<file path="src/rtl/vh_route_table.sv">
module vh_route_table #(
  parameter int NUM_VH = 8,
  parameter int SLOTS  = 8,
  parameter int BANK_W = 6,
  parameter int LINE_W = 26,
  localparam int VH_W   = $clog2(NUM_VH),
  localparam int HW     = $clog2(SLOTS),
  localparam int LIST_W = SLOTS * BANK_W
) (
  input  logic              clk,
  input  logic              rst_n,
  input  logic              cfg_we,
  input  logic [VH_W-1:0]   cfg_idx,
  input  logic              cfg_valid,
  input  logic              cfg_two,
  input  logic [LIST_W-1:0] cfg_l1,
  input  logic [LIST_W-1:0] cfg_l2,
  input  logic              req_valid,
  output logic              req_ready,
  input  logic [VH_W-1:0]   req_vh,
  input  logic [LINE_W-1:0] req_line,
  input  logic              req_follow,
  input  logic [1:0]        req_hop,
  input  logic              req_miss,
  output logic              rsp_valid,
  input  logic              rsp_ready,
  output logic [BANK_W-1:0] rsp_bank,
  output logic [1:0]        rsp_hop
);
  localparam logic [1:0] HOP_L1 = 2'd0, HOP_L2 = 2'd1, HOP_MEM = 2'd2, HOP_DONE = 2'd3;

  logic [NUM_VH-1:0] ent_valid, ent_two;
  logic [LIST_W-1:0] l1_list [NUM_VH];
  logic [LIST_W-1:0] l2_list [NUM_VH];

  always_ff @(posedge clk) begin
    if (!rst_n) begin
      ent_valid <= '0;
      ent_two   <= '0;
    end else if (cfg_we) begin
      ent_valid[cfg_idx] <= cfg_valid;
      ent_two[cfg_idx]   <= cfg_two;
    end
  end

  always_ff @(posedge clk) begin
    if (cfg_we) begin
      l1_list[cfg_idx] <= cfg_l1;
      l2_list[cfg_idx] <= cfg_l2;
    end
  end

  logic [HW-1:0] slot;
  always_comb begin
    slot = '0;
    for (int i = 0; i < LINE_W; i++) slot[i % HW] = slot[i % HW] ^ req_line[i];
  end

  logic [LIST_W-1:0] sel_l1, sel_l2;
  logic [BANK_W-1:0] l1_bank, l2_bank;
  assign sel_l1 = l1_list[req_vh];
  assign sel_l2 = l2_list[req_vh];

  always_comb begin
    l1_bank = '0;
    l2_bank = '0;
    for (int s = 0; s < SLOTS; s++) begin
      if (slot == s[HW-1:0]) begin
        l1_bank = sel_l1[s*BANK_W +: BANK_W];
        l2_bank = sel_l2[s*BANK_W +: BANK_W];
      end
    end
  end

  logic              e_valid, e_two;
  logic [1:0]        nxt_hop;
  logic [BANK_W-1:0] nxt_bank;
  assign e_valid = ent_valid[req_vh];
  assign e_two   = ent_two[req_vh];

  always_comb begin
    nxt_hop  = HOP_DONE;
    nxt_bank = '0;
    if (!req_follow) begin
      if (e_valid) begin
        nxt_hop  = HOP_L1;
        nxt_bank = l1_bank;
      end else begin
        nxt_hop  = HOP_MEM;
      end
    end else if (req_miss) begin
      case (req_hop)
        HOP_L1: begin
          if (e_valid && e_two) begin
            nxt_hop  = HOP_L2;
            nxt_bank = l2_bank;
          end else begin
            nxt_hop  = HOP_MEM;
          end
        end
        HOP_L2:  nxt_hop = HOP_MEM;
        default: nxt_hop = HOP_DONE;
      endcase
    end
  end

  assign req_ready = !rsp_valid || rsp_ready;

  always_ff @(posedge clk) begin
    if (!rst_n) begin
      rsp_valid <= 1'b0;
      rsp_bank  <= '0;
      rsp_hop   <= '0;
    end else if (req_ready) begin
      rsp_valid <= req_valid;
      if (req_valid) begin
        rsp_bank <= nxt_bank;
        rsp_hop  <= nxt_hop;
      end
    end
  end
endmodule

</file>
<file path="config.mk">
export PLATFORM = sky130hd
export DESIGN_NAME = vh_route_table
export DESIGN_NICKNAME = d
export VERILOG_FILES = /design/src/rtl/vh_route_table.sv
export SDC_FILE = /design/constraint.sdc
export NUM_CORES = 1
export LEC_CHECK = 0
export ABC_AREA = 1
export BUFFER_PORTS_ARGS = -buffer_cell sky130_fd_sc_hd__buf_2
export CORE_MARGIN = 4
export CORE_UTILIZATION = 45
export DETAILED_ROUTE_END_ITERATION = 10
export SLEW_MARGIN = 20
export SYNTH_ARGS = -nofsm -noshare
export SYNTH_HDL_FRONTEND = slang
export SYNTH_SLANG_ARGS = --single-unit
</file>
<file path="constraint.sdc">
create_clock -name clk -period 7.1 [get_ports clk]
set_input_delay 2.13 -clock clk [delete_from_list [all_inputs] [get_ports clk]]
set_output_delay 2.13 -clock clk [all_outputs]
set_load 0.005 [all_outputs]
</file>
## Yosys cells after proc, flatten, opt, wreduce, memory -nomap -nowiden

Memories as Yosys holds them, arrays and structs flattened.
Index checks and enable logic that the tools add are counted.

- Add/subtract/negate cells: 0
- Multiply operators: 0
- Divide/modulo/power cells: 0
- $lt $le $gt $ge: 3
- Eq/ne operators: 8
- Shift operators: 0
- Mux-type cells: 36
- Bitwise gates (word level): 23
- Reduce and logical (&&, ||, !) cells: 7

Operator list:

| kind | count |
|---|---|
| 2-to-1 mux 6 bit | 21 |
| XOR 1 bit | 23 |
| bitwise mux 8 bit | 2 |
| equality test 3 bit, second input constant | 4 |
| less-than comparator 3 x 4 -> 1 bit, second input constant | 2 |
| 2-to-1 mux 2 bit | 4 |
| binary-select mux 1 bit (select 3 bit) | 2 |
| equality test 3 x 2 -> 1 bit, second input constant | 2 |
| 2-to-1 mux 1 bit | 5 |
| one-hot mux 2 bit (2 select lines) | 1 |
| demux 1 bit (select 3 bit) | 1 |
| equality test 3 x 1 -> 1 bit, second input constant | 1 |
| >= comparator 3 x 1 -> 1 bit, second input constant | 1 |
| logical NOT 3 bit | 1 |
| equality test 2 x 1 -> 1 bit, second input constant | 1 |
| logical AND 1 bit | 2 |
| logical NOT 2 bit | 1 |
| AND reduction 2 bit | 1 |
| logical NOT 1 bit | 1 |
| logical OR 1 bit | 1 |

- Flip-flop bits (word level): 25
- Bits in latches: 0
- Bits in writable memories: 768
- Memory bits (read-only): 0
- Input port bits: 139
- Output and inout bits: 10
- Logic and storage cells: 84
- Memories kept: 2

Memory list:

| memory | words | bits a word | rd ports | clocked after memory_dff | wr ports | line | RTL |
|---|---|---|---|---|---|---|---|
| l1_list | 8 | 48 | 1 | 0 | 1 | 33 | `logic [LIST_W-1:0] l1_list [NUM_VH];` |
| l2_list | 8 | 48 | 1 | 0 | 1 | 34 | `logic [LIST_W-1:0] l2_list [NUM_VH];` |

## Depth between registers and ports, before layout

- Depth after elaboration: 21
- Gate-level depth with buffers: 22
- Gate-level depth less buffers: 21

## Least setup slack after synthesis

No wires, ideal clock.

- Path kind: input port to flip-flop
- Start: in cfg_we
- End: reg ent_valid[0]
- Library setup time: 127 ps
- Data arrival time: 7073 ps
- Data required time: 6973 ps
- Path slack: -100 ps
- Cell stages on the path: 7
- Path buffers: 0
- Cells stage by stage: inv_1 nor2_1 inv_1 nor2_1 inv_1 o21ai_0 a21oi_1

RTL lines:

| what | line | RTL |
|---|---|---|
| start: declaration | 12 | `input logic cfg_we,` |
| end signal: indexed assignment | 41 | `ent_valid[cfg_idx] <= cfg_valid;` |
| end: declaration | 32 | `logic [NUM_VH-1:0] ent_valid, ent_two;` |

## Final worst setup path

- Start: in req_vh[0]
- End: reg rsp_bank[4]

- Word-level cells in the longest chain between the ends: 13
- Elaborated cells between the ends (all ways): 28
- Classes of those cells: 25 x mux; 1 x reduce/logical; 2 x memory

Ends and longest elaborated chain:

| what | line | RTL |
|---|---|---|
| start: declaration | 20 | `input logic [VH_W-1:0] req_vh,` |
| memory read (8 x 48 bit) | - |  |
| 2-to-1 mux 6 bit (8 in a row) | 68 | `if (slot == s[HW-1:0]) begin` |
| 2-to-1 mux 6 bit | 94 | `if (e_valid && e_two) begin` |
| 2-to-1 mux 6 bit | 92 | `case (req_hop)` |
| 2-to-1 mux 6 bit | 91 | `end else if (req_miss) begin` |
| 2-to-1 mux 6 bit * | 84 | `if (!req_follow) begin` |
| end signal: assignment | 117 | `rsp_bank <= nxt_bank;` |
| end: declaration | 27 | `output logic [BANK_W-1:0] rsp_bank,` |

Every way passes the cells marked *; elsewhere a longest branch is shown, timed or not. The select of a mux whose other input is x is not followed.
A chain may end at the register's enable or synchronous reset.

==> impl_metrics.toml <==
[yosys]
synthCells = 2665
ys_ff_latch = 793
netlist.area_leader.share = 0.711
synth.area.top_cells = "edfxtp_1, nand2_1, nor2_1, a21oi_1, o21ai_0"
avgSynthCellArea_sq_um = 12.2
synthesis.nets = 2804
syn_area_sq_um = 32400
yosysTopAreaCell = "edfxtp_1"
ys_types = 48
ys_seq_area_frac = 0.726
yosys_warnings = 0

[drt]
totalWireLength_mm = 83.3
drt_iter0_markers = 1975
via_per_inst = 5.60
vias = 21200
post_drt_wl_per_cell_microns = 22.1
drc = 0
drtPass1Iterations = 5
ant_nets = 0

[floorplan]
die_w_microns = 277
core_sq_um = 71500
die_h_microns = 277
start_util = 0.454
ios = 149
fp-row-count = 98
die_area_sq_um = 76500

[timing]
min_period_ns = 4.99
setup_violations = 0
worst_slack_ns = 2.11
slew_viol_final = 0
tns_ns = 0
rsz0062_at_grt = "no"
fmax_ghz = 0.200
worst_pin_slew_ns = 1.13
max_slew_margin = 0.244
fin_crit_sh = 0.703
timing.hold.ws_ns = 0.466
hold_violations = 0
clock_skew_ns = 0.0162

[power]
ir_worst_vdd_v = 0.000171
seqPwrFrac = 0.522
power.density_nw_per_um2 = 280
switchingPower_mw = 2.37
power_leakage_nw = 12.9
power.share.combinational = 0.085
switching_share = 0.232
internal_power_mw = 7.84
p_clk_frac = 0.393

[finish]
num-fill-cells = 6060
stdcell_area_sq_um = 36500
final_common_cell = "edfxtp_1"
area_growth_pct = 12.3
final_cell_mix = "edfxtp_1, nand2_1, nor2_1"
fin_nets = 2898
layout-drive-gt1-share = 0.116

[placement]
gp_congestion = 0.820
port_buffers = 148
place_ws_ns = 1.72
dpl_cell_area_sq_um = 33900
hpwl_mm = 44.4

[grt]
grt_overflow_total = 0
antenna_found_initial = 17
grt_max_degree = 178
grt_pass1_vias = 20600
grt_pass1_wl_mm = 126
grt_usage = 0.212

[flow_run]
maxCapViolCount = 0

[worst_setup_path]
critPathCaptureType = "flip-flop"
r2r_slack_ns = 4.88
cp.required_ns = 7.61
crit_type = "primary input to flip-flop"
critPathMaxFanout = 168
r2r_end = "rsp_bank[5]"
critPathLaunchType = "primary input"
crit_end = "rsp_bank[4]"
cp.arrival_ns = 5.50
r2r_start = "l2_list[4][5]"
r2r_cells = 12
cp-startpoint = "req_vh[0]"

[clocking]
numCtsBuffers = 81
cts_root_buf = "clkbuf_16"
htree_num_levels = 3
hold_buffers = 0
clk_transition_reported_paths_ns = 0.06
clk-insertion-delay-late_ns = 0.61
post_cts_resized = 0
cts_tree = "built"
clock_path_buffers = 3
cts_num_sinks = 793
cts_setup_buffers = 0

[hold_path]
hp-class = "flip-flop to flip-flop"

[run_status]
status = "completed"
-- how the worst min path moves through the flow --
stage / slack [ns] / start / cells past startpoint / to
2_1_floorplan: 0.43 / ent_two[5] / 2 / ent_two[5]
3_5_place_dp: 0.45 / ent_two[5] / 2 / ent_two[5]
6_report: 0.47 / ent_valid[0] / 2 / ent_valid[0]
5_1_grt: 0.49 / ent_valid[0] / 2 / ent_valid[0]
4_1_cts: 0.46 / ent_two[5] / 2 / ent_two[5]
3_3_place_gp: 0.44 / ent_two[5] / 2 / ent_two[5]
-- synth_stat cells (all sizes together) --
library cell and n:
a22o 1, buf 126, o221ai 8, a221oi 28, a22oi 2, a32o 27, o31ai 33, nand3 156
clkbuf 38, o22ai 44, inv 89, nor2 288, or2 3, nand3b 2, o21ai 180, o2111ai 2
nor3 5, xor2 3, o32ai 2, a32oi 6, edfxtp 768, a21oi 165, nand2 611, a31oi 5
nand4 22, o211ai 16, clkinv 2, o21bai 5, mux2i 1, xnor2 2, dfxtp 25
-- final cells by class --
cell class	instances	area, sq um	area share
Antenna cell	10	25.0	0.000686
Clock buffer	100	2140	0.0587
Clock inverter	41	340	0.00934
Inverter	91	359	0.00985
Multi-Input combinational cell	1617	7750	0.213
Sequential cell	793	23600	0.646
Tap cell	950	1190	0.0326
Timing Repair Buffer	175	1080	0.0297
-- worst max-delay path, stage by stage --
cell	delay, ns
buf_8	0.53
inv_8	0.50
buf_4	0.45
nand2_1	0.09
nand2_1	0.05
a21oi_1	0.12
o31ai_1	0.10
o31ai_1	0.12
inv_1	0.10
nand2_1	0.09
nand2_1	0.05
nor2_1	0.24
nand3_1	0.17
nand2_1	0.10
nand2_1	0.06
nand2_1	0.06
nand3_1	0.09
nand2_1	0.08
inv_1	0.04
-- sequential cells by signal (all words and copies together), names as in the netlist --
name       flops
ent_valid      8
rsp_hop        2
l2_list      384
l1_list      384
rsp_valid      1
ent_two        8
rsp_bank       6
-- cell families (layout without fill, tap and decap cells) --
logic type	Yosys count	count (layout)	synth area share
compound gates	524	524	0.0968
xor+xnor	5	5	0.00135
buf+inv	255	407	0.0367
flops	793	793	0.726
mux	1	1	0.000309
other cells	0	10	0
simple gates	1087	1087	0.139
-- power by group through the flow --
stage	registers, mW	logic (mW)	clock network (mW)
6_report	5.33	0.865	4.01
2_1_floorplan	5.43	0.531	0
3_5_place_dp	5.43	0.862	0
4_1_cts	5.33	0.865	4.09
5_1_grt	5.34	0.950	4.28
3_3_place_gp	5.42	0.848	0
-- metrics by stage --
| step | cells | util | power, mW |
|---|---|---|---|
| after detailed placement | 3626 | 0.475 | 6.29 |
| after CTS | 3767 | 0.510 | 10.3 |
| after floorplan | 2665 | - | 5.96 |
| final | 3777 | 0.510 | 10.2 |
| after global placement | 3626 | 0.475 | 6.27 |
| after global routing | 3773 | 0.510 | 10.6 |
-- per-layer routing --
layer  share of wire  vias up  GRT usage
li1                -     9797          -
met1            0.43    10500      0.295
met2            0.47      662      0.341
met3           0.065      143     0.0377
met4           0.026       10     0.0710
met5         0.00083        -          0
Power figures use the tool's default switching activity.
